## src/rtl/irq_ctrl_pkg.sv

```systemverilog
package irq_ctrl_pkg;
  localparam int GRP_W  = 8;
  localparam int IDX_W  = $clog2(GRP_W);
  localparam int NUM_W  = $clog2(3 * GRP_W);
  localparam int ADDR_W = 6;

  typedef enum logic [1:0] {
    GRP_LAT  = 2'd0,
    GRP_LVL  = 2'd1,
    GRP_DMA  = 2'd2,
    GRP_FAST = 2'd3
  } grp_e;

  localparam logic [3:0] OFS_STAT = 4'h0;
  localparam logic [3:0] OFS_REQ  = 4'h4;
  localparam logic [3:0] OFS_MASK = 4'h8;

  // Rank lists: entry k (bits k*IDX_W) is the k-th highest bit.
  localparam logic [GRP_W*IDX_W-1:0] RANK_LVL =
    {3'd4, 3'd1, 3'd0, 3'd6, 3'd7, 3'd3, 3'd2, 3'd5};
  localparam logic [GRP_W*IDX_W-1:0] RANK_DMA =
    {3'd4, 3'd7, 3'd6, 3'd5, 3'd3, 3'd2, 3'd1, 3'd0};
  localparam logic [GRP_W*IDX_W-1:0] RANK_LAT =
    {3'd4, 3'd1, 3'd0, 3'd2, 3'd6, 3'd3, 3'd5, 3'd7};
endpackage

```

## src/rtl/irq_edge_latch.sv

```systemverilog
module irq_edge_latch
  import irq_ctrl_pkg::*;
#(
  parameter int W = GRP_W
) (
  input  logic         clk,
  input  logic         rst,
  input  logic [W-1:0] src,
  input  logic [W-1:0] clr,
  output logic [W-1:0] stat
);
  logic [W-1:0] prev_q;
  logic [W-1:0] stat_q;

  always_ff @(posedge clk) begin
    if (rst) begin
      prev_q <= '0;
      stat_q <= '0;
    end else begin
      prev_q <= src;
      stat_q <= (stat_q & ~clr) | (src & ~prev_q);
    end
  end

  assign stat = stat_q;
endmodule

```

## src/rtl/irq_bank.sv

```systemverilog
module irq_bank
  import irq_ctrl_pkg::*;
#(
  parameter int W = GRP_W
) (
  input  logic         clk,
  input  logic         rst,
  input  logic [W-1:0] stat,
  input  logic         mask_we,
  input  logic [W-1:0] wdata,
  output logic [W-1:0] mask,
  output logic [W-1:0] req
);
  logic [W-1:0] mask_q;

  always_ff @(posedge clk) begin
    if (rst)          mask_q <= '0;
    else if (mask_we) mask_q <= wdata;
  end

  assign mask = mask_q;
  assign req  = stat & mask_q;
endmodule

```

## src/rtl/irq_rank_pick.sv

```systemverilog
module irq_rank_pick
  import irq_ctrl_pkg::*;
#(
  parameter int                   W    = GRP_W,
  parameter int                   IW   = IDX_W,
  parameter int                   NW   = NUM_W,
  parameter logic [W*IW-1:0]      RANK = '0,
  parameter int                   BASE = 0
) (
  input  logic [W-1:0]  req,
  output logic          hit,
  output logic [NW-1:0] num
);
  logic [IW-1:0] sel;

  always_comb begin
    hit = 1'b0;
    sel = '0;
    for (int k = W - 1; k >= 0; k--) begin
      if (req[RANK[k*IW +: IW]]) begin
        hit = 1'b1;
        sel = RANK[k*IW +: IW];
      end
    end
  end

  assign num = NW'(BASE) + NW'(sel);
endmodule

```

## src/rtl/prio_irq_ctrl.sv

```systemverilog
module prio_irq_ctrl
  import irq_ctrl_pkg::*;
(
  input  logic              clk,
  input  logic              rst,
  input  logic [ADDR_W-1:0] addr,
  input  logic              wr_en,
  input  logic [GRP_W-1:0]  wdata,
  output logic [GRP_W-1:0]  rdata,
  input  logic [GRP_W-1:0]  src_lat,
  input  logic [GRP_W-1:0]  src_lvl,
  input  logic [GRP_W-1:0]  src_dma,
  input  logic [GRP_W-1:0]  src_fast,
  output logic [NUM_W-1:0]  irq_num,
  output logic              irq_valid,
  output logic              irq_line,
  output logic              fiq_out
);
  localparam int NGRP = 4;

  grp_e       grp;
  logic [3:0] ofs;
  assign grp = grp_e'(addr[ADDR_W-1 -: 2]);
  assign ofs = addr[3:0];

  logic [GRP_W-1:0] clr_lat;
  assign clr_lat = (wr_en && grp == GRP_LAT && ofs == OFS_REQ) ? wdata : '0;

  logic [GRP_W-1:0] stat_lat;
  irq_edge_latch #(.W(GRP_W)) lat_i (
    .clk(clk), .rst(rst), .src(src_lat), .clr(clr_lat), .stat(stat_lat)
  );

  logic [NGRP-1:0][GRP_W-1:0] stat_g, mask_g, req_g;
  assign stat_g[GRP_LAT]  = stat_lat;
  assign stat_g[GRP_LVL]  = src_lvl;
  assign stat_g[GRP_DMA]  = src_dma;
  assign stat_g[GRP_FAST] = src_fast;

  for (genvar g = 0; g < NGRP; g++) begin : g_bank
    irq_bank #(.W(GRP_W)) bank_i (
      .clk(clk), .rst(rst), .stat(stat_g[g]),
      .mask_we(wr_en && grp == grp_e'(g) && ofs == OFS_MASK),
      .wdata(wdata), .mask(mask_g[g]), .req(req_g[g])
    );
  end

  logic [GRP_W-1:0] req_lat, req_lvl, req_dma;
  assign req_lat = req_g[GRP_LAT];
  assign req_lvl = req_g[GRP_LVL];
  assign req_dma = req_g[GRP_DMA];

  logic             hit_lat, hit_lvl, hit_dma;
  logic [NUM_W-1:0] num_lat, num_lvl, num_dma;

  irq_rank_pick #(.RANK(RANK_LVL), .BASE(GRP_W)) pick_lvl_i (
    .req(req_lvl), .hit(hit_lvl), .num(num_lvl));
  irq_rank_pick #(.RANK(RANK_DMA), .BASE(2*GRP_W)) pick_dma_i (
    .req(req_dma), .hit(hit_dma), .num(num_dma));
  irq_rank_pick #(.RANK(RANK_LAT), .BASE(0)) pick_lat_i (
    .req(req_lat), .hit(hit_lat), .num(num_lat));

  always_comb begin
    if (hit_lvl)      irq_num = num_lvl;
    else if (hit_dma) irq_num = num_dma;
    else if (hit_lat) irq_num = num_lat;
    else              irq_num = '0;
  end

  assign irq_valid = hit_lvl | hit_dma | hit_lat;
  assign irq_line  = |{req_lvl, req_dma, req_lat};
  assign fiq_out   = |req_g[GRP_FAST];

  always_comb begin
    unique case (ofs)
      OFS_STAT: rdata = stat_g[grp];
      OFS_REQ:  rdata = req_g[grp];
      OFS_MASK: rdata = mask_g[grp];
      default:  rdata = '0;
    endcase
  end
endmodule

```

## config.mk

```make
export PLATFORM = sky130hd
export DESIGN_NAME = prio_irq_ctrl
export DESIGN_NICKNAME = d
export VERILOG_FILES = /design/src/rtl/irq_ctrl_pkg.sv /design/src/rtl/irq_edge_latch.sv /design/src/rtl/irq_bank.sv /design/src/rtl/irq_rank_pick.sv /design/src/rtl/prio_irq_ctrl.sv
export SDC_FILE = /design/constraint.sdc
export NUM_CORES = 1
export LEC_CHECK = 0
export BUFFER_PORTS_ARGS = -buffer_cell sky130_fd_sc_hd__buf_2
export CORE_UTILIZATION = 50
export CTS_BUF_LIST = sky130_fd_sc_hd__clkbuf_8
export DETAILED_ROUTE_END_ITERATION = 16
export GPL_TIMING_DRIVEN = 0
export PLACE_DENSITY = 0.78
export SYNTH_ARGS = -nofsm -noshare
export SYNTH_HDL_FRONTEND = slang
export SYNTH_SLANG_ARGS = --single-unit
```

## constraint.sdc

```tcl
create_clock -name clk -period 3.25 [get_ports clk]
set_input_delay 0.1625 -clock clk [delete_from_list [all_inputs] [get_ports clk]]
set_output_delay 0.1625 -clock clk [all_outputs]
set_load 0.02 [all_outputs]
```

==> results by group, run 1 <==
Status
  • Outcome: completed

Die
  • Die width: 77.74 µm
  • Rows: 27
  • Die ar.: between 0.006 and 0.007 mm²
  • Boundary Pins: 65
  • Core Region: ~0.0055 mm²
  • Chip height: about 78 µm
  • Initial core utilization: 52.08%

Worst setup path
  • FF-to-FF End: lat_i.stat[5]
  • Endpoint class of the critical path: output pin
  • WP data required: 3.09 ns
  • R2r setup slk: about 2.5 ns
  • Data arrival, critical path: roughly 2.3 ns
  • R2R depth: 2
  • Crit path launch type: input port
  • Max FO, Critical Path: 10
  • Crit Reg-Reg Startpoint: lat_i.stat[5]
  • Kind of critical path: in2out

STA
  • Unrepaired setup endpoints after global routing: no
  • Final setup violation count: 0
  • Setup slack after layout: between 0.7 and 0.8 ns
  • Final Hold Vio Count: 0
  • Relative slew slack: a little under half
  • Final Slew Violations: 0
  • Hold WS: about 0.088 ns
  • Fmax achieved: between 400 and 500 MHz
  • Period utilization: about three quarters
  • Clk_skew: around 0.0053 ns
  • Fin Setup TNS: 0 ns
  • Measured slew at the worst slew-check pin: 0.7828 ns
  • Tmin final: roughly 2.5 ns

Worst hold path
  • Hold EP: lat_i.prev_q[6]
  • Min-delay src: src_lat[6]
  • Worst hold path class: in2reg
  • Hold depth: 2

CTS
  • Clock root buffer: clkbuf_8
  • Resize count post-CTS: 0
  • CTS tree: built
  • Post-CTS setup buffers: 0
  • Max Buffers Root-to-Sink: 2
  • H-tree depth: 2
  • Cts bufs inserted: 5
  • Clock sink count: 48
  • Hold buffer count at CTS: 0
  • Clock Latency Late Sink: a little over 0.3 ns
  • Clock slew at reported path FFs: about 0.080 ns

Finish
  • Synth-to-layout area growth: 17.71%
  • Layout cells sized above 1: between 20 and 30%
  • N_diodes: 0
  • Non-filler instance count after layout: around 450
  • Nets: around 430

Placed design
  • Port buffer count: 62
  • Final GP Congestion: 0.9883
  • Placed Cells: about 440
  • Detailed Place HPWL: between 6 and 7 mm
  • Pre-CTS worst setup slack: between 0.8 and 0.9 ns

GRT
  • Gr usage total: about a third
  • Vias in the first global route: between 2000 and 3000
  • GRT Max-Usage Layer: met2
  • Met1 usage: 41.50%
  • Pin count of the biggest net entering global routing: 15
  • First-pass GRT wire length: roughly 14 mm
  • Initial antenna violation count: 0
  • Overflow after GRT: 0
  • Met2 GRT Util: between 40% and 50%
  • GRT met3 Usage: under 10%

Power and ir drop
  • Worst VDD drop: between 0.2 and 0.25 mV
  • Leak pwr: around 1.5 nW
  • PD cells: approximately 340 mW/mm²
  • Power after layout: between 1 and 1.5 mW

Run
  • Max Cap Viol: 0

Route
  • DRC Markers: 0
  • Drt first pass iters: 8
  • DRT iter0 DRCs: between 300 and 400
  • Vias: slightly below 3000
  • Vias per cell: ~6.5
  • Antenna Nets Post-Route: 0
  • DR WL/cell: roughly 20 µm
  • Total Routed Length: roughly 9 mm

Yosys
  • Yosys top cell by area: dfxtp_1
  • Synthesized area: about 0.0029 mm²
  • Synth warn: 0
  • Synth Register Bits: 48
  • Synth area leaders: dfxtp_1 (34%), mux4_2 (16%), mux2i_1 (11%)
  • Yosys top cell area share: 33.51%
  • Mean post-synth cell area: about 9.4 µm²
  • Sequential fraction of the synthesis area: between 30 and 40%
  • Synth cell types: 36
  • Syn nets: about 360
  • Cell count after synthesis: roughly 310
## metrics by stage
step	utilization, %	instance area [µm²]
after global placement	59.35	3268
after detailed placement	59.60	3282
after CTS	61.30	3376
after floorplan	-	2868
final	61.30	3376
after global routing	61.30	3376
## layout by cell type, fill, tap and decap left out, drive strengths merged, types with 10 or more instances in the layout
cell,instances
clkbuf,17
buf,72
dfxtp,48
nor2,34
o21ai,27
nand2,26
inv,10
mux4,20
mux2i,32
a22oi,18
nand3,11
## per-layer routing
layer  vias up  wire [µm]
li1       1281          -
met1      1364       3616
met2       205       4047
met3        52        816
met4         0        501
met5         -          0
## Yosys cell counts (all sizes together)
library cell and count:
a21oi 8, a222oi 1, a22oi 18, a31oi 2
a32o 1, a32oi 1, and2 3, and3 5
and4 2, buf 9, clkbuf 11, dfxtp 48
inv 9, mux2i 32, mux4 20, nand2 26
nand2b 8, nand3 11, nand4 6, nand4b 4
nor2 34, nor2b 8, nor4 1, nor4b 1
o2111ai 1, o211ai 4, o21ai 27, o22ai 1
o311ai 2, or4b 2
## worst max-delay path, cell delays in order
cell      delay (ns)
buf_2           0.12
buf_1           0.50
clkbuf_1        0.61
mux4_2          0.41
a22oi_1         0.19
o21ai_0         0.13
buf_2           0.18
## sequential cells by signal, summed over array words and instances, names as in the netlist
name,count
lat_i.stat,8
g_bank.bank_i.mask,32
lat_i.prev_q,8
## cells by family after synthesis
logic type / synth area share [%]
multiplexers: 26.88
buffers and inverters: 4.407
AO/OA/AOI/OAI: 15.49
flip-flops: 33.51
AND/OR/NAND/NOR: 19.72
## cell type report
cell class	count	area, µm²
fillers	491	2131
multi-input cells	229	1787
flip-flops and latches	48	960.9
repair buffers	63	317.8
plain buffers	20	92.59
well taps	72	90.09
clock buffers	6	82.58
inverters	9	33.78
clock inverters	2	11.26
## worst max path at each step
stage	from	end	slack, ns
finish	addr[5]	rdata[6]	0.78
global route	addr[5]	rdata[6]	0.59
CTS	addr[5]	rdata[6]	0.83
detailed placement	addr[5]	rdata[6]	0.83
global placement	addr[3]	rdata[6]	0.86
floorplan	g_bank[2].bank_i.mask[1]	irq_num[0]	1.25
## where the power goes
part	internal (mW)	switching, mW
Clock	0.170	0.205
Combinational	0.0728	0.0955
Sequential	0.602	0.0135
Note: power is estimated with default switching activity, not from simulation.
==> inputs of run 2 (changes only) <==
--- a/config.mk
+++ b/config.mk
@@ -10,7 +10,7 @@
 export CTS_BUF_LIST = sky130_fd_sc_hd__clkbuf_8
 export DETAILED_ROUTE_END_ITERATION = 16
 export GPL_TIMING_DRIVEN = 0
-export PLACE_DENSITY = 0.78
+export PLACE_DENSITY = 0.81
 export SYNTH_ARGS = -nofsm -noshare
 export SYNTH_HDL_FRONTEND = slang
 export SYNTH_SLANG_ARGS = --single-unit
==> constraint.sdc (replaced) <==
create_clock -name clk -period 2.2 [get_ports clk]
set_input_delay 0.11 -clock clk [delete_from_list [all_inputs] [get_ports clk]]
set_output_delay 0.11 -clock clk [all_outputs]
set_load 0.02 [all_outputs]
==> results by group, run 2 (synthesized netlist as in run 1, its figures left out) <==
Status
  • Outcome: completed

GRT
  • Pin count of the biggest net entering global routing: 15
  • Vias in the first global route: 2692
  • Overflow after GRT: 0
  • Gr usage total: 30.29%
  • Initial antenna violation count: 0
  • First-pass GRT wire length: approximately 14 mm

STA
  • Clk_skew: roughly 0.004 ns
  • Fmax achieved: between 400 and 500 MHz
  • Unrepaired setup endpoints after global routing: no
  • Period utilization: just over 90%
  • Final setup violation count: 0
  • Measured slew at the worst slew-check pin: roughly 1.2 ns
  • Relative slew slack: ~20%
  • Hold WS: about 0.029 ns
  • Fin Setup TNS: 0 ns
  • Final Hold Vio Count: 0
  • Final Slew Violations: 0
  • Tmin final: ~2 ns
  • Setup slack after layout: ~0.15 ns

CTS
  • Max Buffers Root-to-Sink: 2
  • Clock root buffer: clkbuf_8
  • Hold buffer count at CTS: 0
  • Clock sink count: between 40 and 50
  • CTS tree: built
  • Cts bufs inserted: 5
  • Clock Latency Late Sink: 0.30 ns
  • H-tree depth: 2
  • Clock slew at reported path FFs: roughly 0.09 ns

Placed design
  • Placed Cells: between 400 and 500
  • Final GP Congestion: ~1.0
  • Pre-CTS worst setup slack: -0.09028 ns
  • Port buffer count: 62
  • Detailed Place HPWL: about 6.5 mm
  • Placed Area: roughly 0.0033 mm²

Route
  • DRC Markers: 0
  • Total Routed Length: roughly 8.8 mm
  • Vias: approximately 2800
  • DR WL/cell: 19.66 µm
  • Drt first pass iters: 5
  • Antenna Nets Post-Route: 0
  • DRT iter0 DRCs: roughly 220
  • Vias per cell: ~6.3

Worst setup path
  • Max FO, Critical Path: 6
  • Endpoint class of the critical path: output pin
  • WP data required: 2.09 ns
  • Critical Path Max Stage Delay: 0.37 ns
  • Data arrival, critical path: roughly 1.9 ns
  • Critical-path cell list: a22oi_1 -> and4_1 -> a31oi_1 -> o311ai_1 -> buf_2
  • Crit path launch type: flip-flop
  • CP max-delay cell: and4_1
  • Kind of critical path: reg2out

Power and ir drop
  • NetSw: ~460 µW
  • Clock Power Share: approximately 32%
  • Sequential fraction of design power: a little over half
  • PD cells: slightly above 500 mW/mm²
  • Power after layout: between 1.5 and 2 mW
  • Power Internal: between 1 and 1.5 mW
  • Net Sw Frac: about 27%
  • Leak pwr: 1.547 nW
  • Worst VDD drop: 0.3238 mV
  • Combinational share of power: approximately 14%

Finish
  • Layout fillers: between 400 and 500
  • Layout cells sized above 1: 29.60%
  • Commonest non-fill, non-tap cell in the layout: buf_2
  • Design area: 0.003372 mm²
  • Synth-to-layout area growth: 17.58%
  • Non-filler instance count after layout: 447
  • Post-layout util: between 60 and 70%
  • N_diodes: 0
  • Most frequent cells in the layout: buf_2 (67), dfxtp_1 (48), nor2_1 (34), mux2i_1 (32), nand2_1 (26)
  • Max FFs per register: 32
  • Nets: around 420

Die
  • Core Region: 0.005507 mm²
  • Die width: between 70 and 80 µm
  • Boundary Pins: 65
  • Rows: 27
  • Initial core utilization: between 50 and 60%
  • Die ar.: between 0.006 and 0.007 mm²
  • Chip height: roughly 78 µm

Run
  • Max Cap Viol: 0

Worst hold path
  • Worst hold path class: in2reg
## run 2: changes by cell type in the layout (fill, tap and decap cells not counted), sizes merged
| cell | previous run | this run |
|---|---|---|
| buf | 72 | 70 |
## run 2: repair_timing
item,4_1_cts,5_1_grt
setup endpoints to repair,8,8
pin swaps,0,0
setup buffers,0,1
resized for setup,1,5
## run 2: power groups by stage
stage | Clock [mW] | Sequential (mW) | Combinational (mW)
floorplan | 0 | 0.922 | 0.134
global placement | 0 | 0.927 | 0.234
detailed placement | 0 | 0.929 | 0.240
CTS | 0.556 | 0.908 | 0.241
global route | 0.592 | 0.912 | 0.264
finish | 0.551 | 0.909 | 0.245
## run 2: cell type report
type                       count  area (µm²)  area share (%)
buffer                        18       88.84           2.635
tap                           72       90.09           2.672
sequential                    48       960.9           28.50
clock inverter                 2       11.26          0.3340
clock buffer                   6       82.58           2.449
timing repair buffer          63       317.8           9.425
inverter                       9       33.78           1.002
multi-input combinational    229        1787           52.99
## run 2: per-layer routing
| metal | track usage, % | wire (µm) | vias up |
|---|---|---|---|
| li1 | - | - | 1281 |
| met1 | 39.11 | 3409 | 1330 |
| met2 | 49.38 | 4201 | 204 |
| met3 | 6.941 | 979 | 19 |
| met4 | 11.13 | 199 | 0 |
| met5 | 0 | 0 | - |
## run 2: worst paths after layout
kind / start / endpoint / slack (ns) / depth (start not counted)
worst min-delay path: src_lat[0] / lat_i.prev_q[0] / 0.03 / 2
worst max register to register: g_bank[1].bank_i.mask[2] / g_bank[1].bank_i.mask[2] / 1.49 / 2
worst min register to register: lat_i.prev_q[2] / lat_i.stat[2] / 0.49 / 2
worst max-delay path: g_bank[2].bank_i.mask[1] / irq_num[0] / 0.15 / 5
## run 2: critical path: cells and delay by family (launching register included)
kind	cells	cell delay [ns]
buf+inv	1	0.23
simple gates	1	0.37
compound gates	3	0.69
flops	1	0.36
